<file path="src/rtl/irqc_pkg.sv">
package irqc_pkg;

    localparam int SRC_PER_GRP  = 8;
    localparam int GRP_PER_BANK = 4;
    localparam int BANK_W       = SRC_PER_GRP * GRP_PER_BANK;
    localparam int OFS_W        = 4;

    typedef enum logic [1:0] {
        RSEL_NONE,
        RSEL_SET,
        RSEL_CLR,
        RSEL_STAT
    } rsel_e;

    function automatic rsel_e decode_ofs(input logic [OFS_W-1:0] ofs);
        case (ofs)
            4'h0:    return RSEL_SET;
            4'h4:    return RSEL_CLR;
            4'hC:    return RSEL_STAT;
            default: return RSEL_NONE;
        endcase
    endfunction

    function automatic int bank_of(input int grp);
        return grp / GRP_PER_BANK;
    endfunction

    function automatic int lane_of(input int grp);
        return grp % GRP_PER_BANK;
    endfunction

endpackage

</file>
<file path="src/rtl/irqc_regdec.sv">
module irqc_regdec
    import irqc_pkg::*;
#(
    parameter int NUM_BANKS = 5,
    parameter int ADDR_W    = 8,
    parameter int BIDX_W    = ADDR_W - OFS_W
) (
    input  logic [ADDR_W-1:0]    addr,
    input  logic                 we,
    output logic [NUM_BANKS-1:0] set_stb,
    output logic [NUM_BANKS-1:0] clr_stb,
    output logic [BIDX_W-1:0]    bank_idx,
    output rsel_e                sel,
    output logic                 hit
);

    always_comb begin
        bank_idx = addr[ADDR_W-1:OFS_W];
        sel      = decode_ofs(addr[OFS_W-1:0]);
        hit      = (int'(bank_idx) < NUM_BANKS);
        for (int b = 0; b < NUM_BANKS; b++) begin
            set_stb[b] = we && hit && (bank_idx == BIDX_W'(b)) && (sel == RSEL_SET);
            clr_stb[b] = we && hit && (bank_idx == BIDX_W'(b)) && (sel == RSEL_CLR);
        end
    end

endmodule

</file>
<file path="src/rtl/irqc_group.sv">
module irqc_group
    import irqc_pkg::*;
(
    input  logic                   clk,
    input  logic                   rst,
    input  logic                   set_stb,
    input  logic                   clr_stb,
    input  logic [SRC_PER_GRP-1:0] wlane,
    input  logic [SRC_PER_GRP-1:0] src,
    output logic [SRC_PER_GRP-1:0] en,
    output logic [SRC_PER_GRP-1:0] pend,
    output logic                   irq
);

    logic [SRC_PER_GRP-1:0] en_next;

    always_comb begin
        en_next = en;
        if (set_stb) en_next = en | wlane;
        if (clr_stb) en_next = en_next & ~wlane;
        pend = src & en;
    end

    always_ff @(posedge clk) begin
        if (rst) begin
            en  <= '0;
            irq <= 1'b0;
        end else begin
            en  <= en_next;
            irq <= |pend;
        end
    end

endmodule

</file>
<file path="src/rtl/irqc_readmux.sv">
module irqc_readmux
    import irqc_pkg::*;
#(
    parameter int NUM_SRC   = 160,
    parameter int NUM_BANKS = 5,
    parameter int BIDX_W    = 4
) (
    input  logic               clk,
    input  logic               rst,
    input  logic [NUM_SRC-1:0] en_all,
    input  logic [NUM_SRC-1:0] pend_all,
    input  logic [BIDX_W-1:0]  bank_idx,
    input  rsel_e              sel,
    input  logic               hit,
    output logic [BANK_W-1:0]  rdata
);

    localparam int PAD_W = NUM_BANKS * BANK_W;

    logic [PAD_W-1:0]  en_pad;
    logic [PAD_W-1:0]  pend_pad;
    logic [BANK_W-1:0] rd_next;

    always_comb begin
        en_pad                 = '0;
        pend_pad               = '0;
        en_pad[NUM_SRC-1:0]    = en_all;
        pend_pad[NUM_SRC-1:0]  = pend_all;
        rd_next                = '0;
        if (hit) begin
            for (int b = 0; b < NUM_BANKS; b++) begin
                if (bank_idx == BIDX_W'(b)) begin
                    case (sel)
                        RSEL_SET, RSEL_CLR: rd_next = en_pad[b*BANK_W +: BANK_W];
                        RSEL_STAT:          rd_next = pend_pad[b*BANK_W +: BANK_W];
                        default:            rd_next = '0;
                    endcase
                end
            end
        end
    end

    always_ff @(posedge clk) begin
        if (rst) rdata <= '0;
        else     rdata <= rd_next;
    end

endmodule

</file>
<file path="src/rtl/irq_combiner.sv">
module irq_combiner
    import irqc_pkg::*;
#(
    parameter int NUM_GROUPS = 20,
    parameter int ADDR_W     = 8
) (
    input  logic                              clk,
    input  logic                              rst,
    input  logic [NUM_GROUPS*SRC_PER_GRP-1:0] src_i,
    input  logic [ADDR_W-1:0]                 reg_addr,
    input  logic                              reg_we,
    input  logic [BANK_W-1:0]                 reg_wdata,
    output logic [BANK_W-1:0]                 reg_rdata,
    output logic [NUM_GROUPS-1:0]             grp_irq_o
);

    localparam int NUM_SRC   = NUM_GROUPS * SRC_PER_GRP;
    localparam int NUM_BANKS = (NUM_GROUPS + GRP_PER_BANK - 1) / GRP_PER_BANK;
    localparam int BIDX_W    = ADDR_W - OFS_W;

    logic [NUM_BANKS-1:0] set_stb;
    logic [NUM_BANKS-1:0] clr_stb;
    logic [BIDX_W-1:0]    bank_idx;
    rsel_e                sel;
    logic                 hit;
    logic [NUM_SRC-1:0]   en_all;
    logic [NUM_SRC-1:0]   pend_all;

    irqc_regdec #(
        .NUM_BANKS (NUM_BANKS),
        .ADDR_W    (ADDR_W),
        .BIDX_W    (BIDX_W)
    ) u_dec (
        .addr     (reg_addr),
        .we       (reg_we),
        .set_stb  (set_stb),
        .clr_stb  (clr_stb),
        .bank_idx (bank_idx),
        .sel      (sel),
        .hit      (hit)
    );

    for (genvar g = 0; g < NUM_GROUPS; g++) begin : g_grp
        localparam int BK = bank_of(g);
        localparam int LN = lane_of(g);
        irqc_group u_grp (
            .clk     (clk),
            .rst     (rst),
            .set_stb (set_stb[BK]),
            .clr_stb (clr_stb[BK]),
            .wlane   (reg_wdata[LN*SRC_PER_GRP +: SRC_PER_GRP]),
            .src     (src_i[g*SRC_PER_GRP +: SRC_PER_GRP]),
            .en      (en_all[g*SRC_PER_GRP +: SRC_PER_GRP]),
            .pend    (pend_all[g*SRC_PER_GRP +: SRC_PER_GRP]),
            .irq     (grp_irq_o[g])
        );
    end

    irqc_readmux #(
        .NUM_SRC   (NUM_SRC),
        .NUM_BANKS (NUM_BANKS),
        .BIDX_W    (BIDX_W)
    ) u_rd (
        .clk      (clk),
        .rst      (rst),
        .en_all   (en_all),
        .pend_all (pend_all),
        .bank_idx (bank_idx),
        .sel      (sel),
        .hit      (hit),
        .rdata    (reg_rdata)
    );

endmodule

</file>
<file path="config.mk">
export PLATFORM = sky130hd
export DESIGN_NAME = irq_combiner
export DESIGN_NICKNAME = d
export VERILOG_FILES = /design/src/rtl/irqc_pkg.sv /design/src/rtl/irqc_regdec.sv /design/src/rtl/irqc_group.sv /design/src/rtl/irqc_readmux.sv /design/src/rtl/irq_combiner.sv
export SDC_FILE = /design/constraint.sdc
export NUM_CORES = 1
export LEC_CHECK = 0
export BUFFER_PORTS_ARGS = -buffer_cell sky130_fd_sc_hd__buf_2
export CELL_PAD_IN_SITES_DETAIL_PLACEMENT = 0
export CELL_PAD_IN_SITES_GLOBAL_PLACEMENT = 2
export CORE_ASPECT_RATIO = 1.75
export CORE_UTILIZATION = 34
export DETAILED_ROUTE_END_ITERATION = 16
export HOLD_SLACK_MARGIN = 0.02
export PLACE_DENSITY = 0.95
export SYNTH_ARGS = -nofsm -noshare
export SYNTH_HDL_FRONTEND = slang
export SYNTH_HIERARCHICAL = 1
export SYNTH_SLANG_ARGS = --single-unit
</file>
<file path="constraint.sdc">
create_clock -name clk -period 3.2 [get_ports clk]
set_input_delay 0.16 -clock clk [delete_from_list [all_inputs] [get_ports clk]]
set_output_delay 0.16 -clock clk [all_outputs]
set_load 0.005 [all_outputs]
</file>
# Word-level counts from Yosys, hierarchy flattened
# Index checks and enable logic that the tools add are counted.
# Widths: inputs -> output; s select.
# op_classes
magnitude_cmp	1
n_eq_ne	9
mux	51
reduce_logical	40
bitwise	65
# op_table
operator	n
$and 8x8->8	40
$mux 8	40
$pmux 32 s2	5
$mux 32	5
$or 8x8->8	20
$reduce_or 8->1	20
$not 8->8	4
$logic_and 1x1->1	16
$eq 4x2->1 const B	2
$eq 4x3->1 const B	2
$logic_not 4->1	2
$pmux 2 s3	1
$eq 2x2->1 const B	2
$eq 4x1->1 const B	1
$eq 4x4->1 const B	1
$lt 4x3->1 const B	1
$reduce_or 2->1	2
$eq 2x1->1 const B	1
$not 1->1	1
# word_totals
in_bits	203
ff_bits	212
out_inout_bits	52
word_cells	207

# Logic depth before layout (Yosys ltp)
# Gate-level depths: netlist (run 1).
# depth
ltp_word	10
mapped_depth	10
ltp_nobuf	7

# By module
# The synthesis (run 1) kept the hierarchy.
# modules_own_cells
module	area_each_um2	seq_area_each_um2	cells_each	instances
irqc_group	374.1	180.2	40	20
irqc_readmux	3011.6	640.6	389	1
irqc_regdec	186.4	0.0	26	1

# Worst setup path after synthesis (run 1)
# OpenSTA, ideal clock, no wires.
# synth_path
path_kind	in2reg
start	in reg_addr[3]
end	reg u_rd.rdata[6]
setup_slack_ns	1.239
n_path_buf	3
setup_time_ns	0.120
required_time_ns	3.080
arrival_time_ns	1.841
path_stages	10
cell_sequence	xor2_1 > nor3_1 > inv_1 > ha_1 > buf_2 > buf_2 > clkbuf_1 > a22oi_1 > o22ai_1 > o31a_1
# synth_between
elab_chain_cells	10
elab_cells_between_ends	18
classes_between	eq/ne: 5; mux: 11; reduce/logical: 2
# synth_lines
element	line	rtl
start: declaration	irq_combiner.sv:10	input logic [ADDR_W-1:0] reg_addr,
$eq 4x4->1, or another cell as far along	irqc_pkg.sv:16	case (ofs)
$pmux 2 s3 *	irqc_pkg.sv:16	
net sel[0]	irq_combiner.sv:24	rsel_e sel;
$eq 2x1->1 or $eq 2x2->1 (tied branches)	irqc_readmux.sv:33	case (sel)
$reduce_or 2->1	irqc_readmux.sv:33	
$pmux 32 s2	irqc_readmux.sv:33	
$mux 32 (4 in series)	irqc_readmux.sv:32	if (bank_idx == BIDX_W'(b)) begin
$mux 32 *	irqc_readmux.sv:32	
end signal: assignment	irqc_readmux.sv:45	else rdata <= rd_next;
end: declaration	irqc_readmux.sv:15	output logic [BANK_W-1:0] rdata
# The timed path passes the listed nets; every way through them passes the cells marked *.
# A chain may end at the register's enable or synchronous reset.

# Worst setup path after layout (run 1)
# layout_path
start	in reg_addr[3]
end	reg u_rd.rdata[20]
# Same word-level chain as after synthesis.

==> flow_summary.json, run 1 <==
{
  "status": "completed",
  "syn_to_final_growth_pct": 25.0,
  "ant_nets": 0,
  "p_leak_nw": 4.60,
  "wirelength_um": 41200,
  "drt_iter0_markers": 880,
  "synth_fp_nets": 1420,
  "yosysMostFrequentCell": "dfxtp_1",
  "synth_top_area_share_pct": 39.7,
  "grt_pass1_vias": 10800,
  "required_ns": 3.66,
  "setup_violations": 0,
  "fp.dieArea_sq_um": 32200,
  "finalHoldWorstSlack_ns": 0.0554,
  "post-dp-hpwl_um": 28500,
  "skew_ns": 0.00908,
  "crit_path_max_fanout": 77,
  "place_congestion": 0.861,
  "worstSkewPairLatency_ns": 0.52,
  "finalNonFillerCells": 1835,
  "post-place-cells": 1763,
  "synthDistinctLibCells": 32,
  "worst-slew-pin-transition_ns": 0.900,
  "ys.flop_type": "dfxtp_1",
  "r2r-start": "g_grp[1].u_grp/en[4]",
  "synth_edf_count": 0,
  "crit_arrival_ns": 2.58,
  "numCtsBuffers": 22,
  "setup_tns_ns": 0,
  "rows": 85,
  "yosysTopAreaCell": "dfxtp_1",
  "start_util_pct": 34.6,
  "synth_area_leaders": "dfxtp_1 40%, a211oi_1 11%, a22oi_1 11%",
  "wl_per_cell_um": 22.5,
  "hold_path_end": "g_grp[1].u_grp/irq",
  "cp-start-kind": "input port",
  "numClockSinks": 212,
  "hold_viol_final": 0,
  "fin_area_sq_um": 13300,
  "port-buffer-count": 254,
  "syn_inst": 1215,
  "cts_tree": "built",
  "r2r-end": "u_rd/rdata[12]",
  "cp-end-kind": "flip-flop",
  "r2r_slack_ns": 1.83,
  "fmax_mhz": 472,
  "dp_slack_ns": 0.635,
  "core_region_area_sq_um": 30800,
  "path_clk_slew_ns": 0.06,
  "antenna_found_initial": 2,
  "grt_pass1_wl_um": 62500,
  "maxCapViolCount": 0,
  "yosysWarningCount": 6,
  "syn-mean-instance-area_sq_um": 8.79,
  "route.vias.total": 10800,
  "grt_usage_pct": 25.4,
  "power_density_nw_per_um2": 434,
  "n_antenna_cell": 0,
  "reg2regPathDepth": 4,
  "hold_path_class": "input port to flip-flop",
  "syn-cell-area_sq_um": 10700,
  "period_needed_ns": 2.12,
  "ir_drop_uv": 351,
  "finalWorstSetupSlack_ns": 1.08,
  "nets": 1633,
  "cts.htree.levels": 1,
  "synth_seq_cells": 212,
  "cts_resized": 0,
  "first_pass_iters": 5,
  "grt_overflow": 0,
  "via_per_inst": 5.90,
  "floorplan.die.height_um": 236,
  "ctsLongestPathBuffers": 3,
  "cts_setup_buffers": 0,
  "cts-root-buf": "clkbuf_16",
  "path_class": "input port to flip-flop",
  "async_flop_share_pct": 0,
  "drive_above_1_share_pct": 27.3,
  "die_w_um": 136,
  "ctsHoldBuffers": 32,
  "ys_seq_area_share_pct": 39.7,
  "place_area_sq_um": 12300,
  "slew_headroom_pct": 40.0,
  "whs_path_depth": 4,
  "hp-start": "src_i[9]",
  "drc": 0,
  "finalCritPeriodShare_pct": 66.2,
  "ys_top_cells_by_count": "212 x dfxtp_1, 161 x a21oi_1, 160 x a211oi_1, 160 x a22oi_1, 120 x and2_1",
  "drv_slew": 0,
  "grt_max_degree": 143,
  "pin_count": 255,
  "rsz0062_at_grt": "no"
}
flip-flops by register name, indices dropped and copies added, names as in the netlist:
name	flops
g_grp.u_grp/en	160
u_rd/rdata	32
g_grp.u_grp/irq	20
kinds of logic after synthesis:
family,Yosys count,synth area share [%]
adder cells (fa/ha/maj),2,0.234
AO/OA/AOI/OAI,597,37.6
AND/OR/NAND/NOR,277,17.0
buffers and inverters,126,5.35
XOR/XNOR,1,0.0820
flip-flops,212,39.7
worst max-delay path by stage:
stage | slack [ns] | start | depth (start not counted) | end
CTS | 1.18 | reg_addr[3] | 9 | u_rd/rdata[20]
global route | 0.97 | reg_addr[3] | 9 | u_rd/rdata[25]
floorplan | 1.24 | reg_addr[3] | 10 | u_rd/rdata[6]
global placement | 0.70 | reg_addr[3] | 9 | u_rd/rdata[20]
detailed placement | 0.64 | reg_addr[3] | 9 | u_rd/rdata[20]
finish | 1.08 | reg_addr[3] | 9 | u_rd/rdata[20]
area by class of cell:
class	count	area, sq um
Timing Repair Buffer	312	1890
Fill cell	3165	17500
Inverter	3	11.3
Clock buffer	36	714
Tap cell	391	489
Sequential cell	212	4240
Clock inverter	4	45.0
Multi-Input combinational cell	877	5950
placed cells by master, fill, tap and decap left out, types with 2 or more instances in the layout:
cell,Yosys,routed
ha_4,0,2
dlygate4sd3_1,0,32
buf_4,4,19
nor4_4,0,2
buf_2,29,253
or4b_1,3,3
clkbuf_8,0,9
nor2_1,72,72
a211oi_1,160,160
dfxtp_1,212,212
clkinv_2,0,3
and2_4,40,40
clkbuf_16,0,23
a21oi_1,161,161
a22oi_1,160,160
clkbuf_1,81,4
o31a_1,32,32
and2_1,120,120
a31oi_1,20,20
nor4_2,22,20
nor3_2,0,8
inv_1,3,3
o22ai_1,64,64
buf_12,0,8
where the power goes:
group          switching, mW  internal (mW)
logic                  0.293          0.148
registers            0.00205           2.64
clock network           1.10           1.60
total                   1.40           4.39
critical path, cell delays in order:
cell     delay, ns
buf_2         0.12
xor2_1        0.15
nor3_1        0.39
inv_1         0.16
ha_4          0.31
buf_4         0.62
a22oi_1       0.15
o22ai_1       0.26
o31a_1        0.19
metal layers:
metal / share of wire [%] / global-route usage (%)
met5: 0.048 / 0
met2: 51 / 45.0
met3: 5.3 / 2.93
met4: 5.2 / 13.0
met1: 38 / 29.5
metrics by stage:
| stage | total power, mW | util [%] |
|---|---|---|
| after global placement | 3.11 | 39.8 |
| after global routing | 5.97 | 43.3 |
| after CTS | 5.84 | 43.3 |
| after floorplan | 2.83 | - |
| after detailed placement | 3.11 | 39.8 |
| final | 5.79 | 43.3 |
Note: power is estimated with default switching activity, not from simulation.
==> run 2, diff against run 1 <==
--- a/config.mk
+++ b/config.mk
@@ -9,10 +9,10 @@
 export CELL_PAD_IN_SITES_DETAIL_PLACEMENT = 0
 export CELL_PAD_IN_SITES_GLOBAL_PLACEMENT = 2
 export CORE_ASPECT_RATIO = 1.75
-export CORE_UTILIZATION = 34
+export CORE_UTILIZATION = 32
 export DETAILED_ROUTE_END_ITERATION = 16
 export HOLD_SLACK_MARGIN = 0.02
-export PLACE_DENSITY = 0.95
+export PLACE_DENSITY = 0.91
 export SYNTH_ARGS = -nofsm -noshare
 export SYNTH_HDL_FRONTEND = slang
 export SYNTH_HIERARCHICAL = 1
==> constraint.sdc (replaced) <==
create_clock -name clk -period 2.18 [get_ports clk]
set_input_delay 0.109 -clock clk [delete_from_list [all_inputs] [get_ports clk]]
set_output_delay 0.109 -clock clk [all_outputs]
set_load 0.005 [all_outputs]
==> run 2 against run 1 <==
Effect of this change: worst setup slack got worse by 0.55 ns; global-route usage down 1.5 points; first-iteration DRC count is 12% lower; final area increased by 0.82%; critical path type unchanged.
==> flow_summary.json, run 2 (same netlist as run 1, synthesis figures left out) <==
{
  "status": "completed",
  "skew_ns": 0.0104,
  "rsz0062_at_grt": "no",
  "fmax_mhz": 606,
  "fill_cells": 3427,
  "regMostFlops": "g_grp.u_grp/en",
  "grt_overflow": 0,
  "path_class": "input port to flip-flop",
  "post-place-cells": 1795,
  "layout_common_cells": "253 x buf_2, 212 x dfxtp_1, 161 x a21oi_1, 160 x a211oi_1, 160 x a22oi_1",
  "hp-start": "src_i[47]",
  "floorplan.die.height_um": 244,
  "required_ns": 2.58,
  "numClockSinks": 212,
  "first_pass_iters": 5,
  "place_area_sq_um": 12500,
  "largest_reg_flops": 160,
  "setup_tns_ns": 0,
  "place_congestion": 0.850,
  "grt_pass1_wl_um": 62200,
  "drc": 0,
  "rows": 88,
  "fin_total_pwr_mw": 8.03,
  "cp-end-kind": "flip-flop",
  "ir_drop_uv": 425,
  "fin_util_pct": 40.9,
  "core_region_area_sq_um": 32900,
  "ant_nets": 0,
  "path_clk_slew_ns": 0.06,
  "die_w_um": 140,
  "via_per_inst": 5.75,
  "r2r-start": "g_grp[11].u_grp/en[0]",
  "finalCritPeriodShare_pct": 75.6,
  "nets": 1656,
  "top_regs": "g_grp.u_grp/en x160, u_rd/rdata x32, g_grp.u_grp/irq x20",
  "r2r_slack_ns": 0.82,
  "hold_path_end": "g_grp[5].u_grp/irq",
  "hold_viol_final": 0,
  "crit_path_max_fanout": 16,
  "reg2regPathDepth": 4,
  "grt_max_degree": 72,
  "hold_path_class": "input port to flip-flop",
  "period_needed_ns": 1.65,
  "fp.dieArea_sq_um": 34100,
  "slew_headroom_pct": 45.7,
  "drive_above_1_share_pct": 27.5,
  "cp-start-kind": "input port",
  "cts.htree.levels": 1,
  "worst-slew-pin-transition_ns": 0.815,
  "p_leak_nw": 4.65,
  "pin_count": 255,
  "drt_iter0_markers": 778,
  "cts-root-buf": "clkbuf_16",
  "worstSkewPairLatency_ns": 0.52,
  "start_util_pct": 32.4,
  "whs_path_depth": 4,
  "setup_violations": 0,
  "n_antenna_cell": 0,
  "final_common_cell": "buf_2",
  "cts_tree": "built",
  "grt_usage_pct": 23.9,
  "antenna_found_initial": 2,
  "route.vias.total": 10700,
  "drv_slew": 0,
  "post-dp-hpwl_um": 29800,
  "grt_pass1_vias": 10700,
  "syn_to_final_growth_pct": 26.0,
  "finalNonFillerCells": 1868,
  "cts_resized": 0,
  "numCtsBuffers": 21,
  "wl_per_cell_um": 22.3,
  "port-buffer-count": 254,
  "ctsLongestPathBuffers": 3,
  "fin_area_sq_um": 13500,
  "maxCapViolCount": 0,
  "wirelength_um": 41600,
  "power_density_nw_per_um2": 597,
  "r2r-end": "g_grp[11].u_grp/irq",
  "crit_arrival_ns": 2.05
}
run 2: cell count changes in the layout (fill, tap and decap cells not counted), moves of 2 or more:
cell | previous run | this run
buf_12 | 8 | 11
buf_4 | 19 | 34
clkbuf_1 | 4 | 8
clkbuf_16 | 23 | 21
clkbuf_8 | 9 | 4
dlygate4sd3_1 | 32 | 38
run 2: how the worst max path moves through the flow:
| stage | to | slack [ns] | cells after the start | start |
|---|---|---|---|---|
| 3_3_place_gp | u_rd/rdata[28] | 0.1 | 10 | reg_addr[3] |
| 4_1_cts | u_rd/rdata[28] | 0.60 | 8 | reg_addr[1] |
| 2_1_floorplan | u_rd/rdata[6] | 0.27 | 10 | reg_addr[3] |
| 6_report | u_rd/rdata[28] | 0.53 | 8 | reg_addr[1] |
| 5_1_grt | u_rd/rdata[28] | 0.43 | 8 | reg_addr[1] |
| 3_5_place_dp | u_rd/rdata[28] | 0.09 | 8 | reg_addr[1] |
run 2: layout make-up:
type                       count  area (sq um)  area share, %
multi-input combinational    877          5950           44.2
inverter                       3          11.3         0.0837
sequential                   212          4240           31.5
clock buffer                  33           611           4.54
timing repair buffer         336          2120           15.8
tap                          405           507           3.77
clock inverter                 2          10.0         0.0744
run 2: what timing repair did:
| action | 4_1_cts | 5_1_grt |
|---|---|---|
| setup endpoints to repair | 0 | 0 |
| hold buffers | 38 | 0 |
| endpoints found under the hold margin | 164 | 0 |
| buffers inserted | 0 | 0 |
run 2: critical path, cell delays in order:
cell and delay, ns:
buf_2 0.12, nor3b_1 0.41, inv_1 0.15, ha_4 0.34
buf_4 0.20, a22oi_1 0.19, o22ai_1 0.18, o31a_1 0.34
run 2: through the flow:
step / hold slack, ns / setup slack [ns]
5_1_grt: 0.0627 / 0.431
2_1_floorplan: 0.205 / 0.270
3_3_place_gp: 0.434 / 0.0964
4_1_cts: 0.0226 / 0.599
3_5_place_dp: 0.441 / 0.0862
6_report: 0.0434 / 0.531
run 2: power by group:
part	switching (mW)	internal [mW]	total, mW
Combinational	0.444	0.247	0.691
Clock	1.55	1.91	3.46
Sequential	0.00286	3.88	3.88
run 2: per-layer routing:
| metal | track usage (%) | vias to the layer above | part of all wire (%) | wire length [um] |
|---|---|---|---|---|
| met5 | 0 | - | 0.043 | 18 |
| met4 | 13.3 | 4 | 5.5 | 2290 |
| met3 | 2.71 | 112 | 4.7 | 1950 |
| met2 | 43.3 | 378 | 52 | 21500 |
| met1 | 26.9 | 5081 | 38 | 15900 |
| li1 | - | 5171 | - | - |
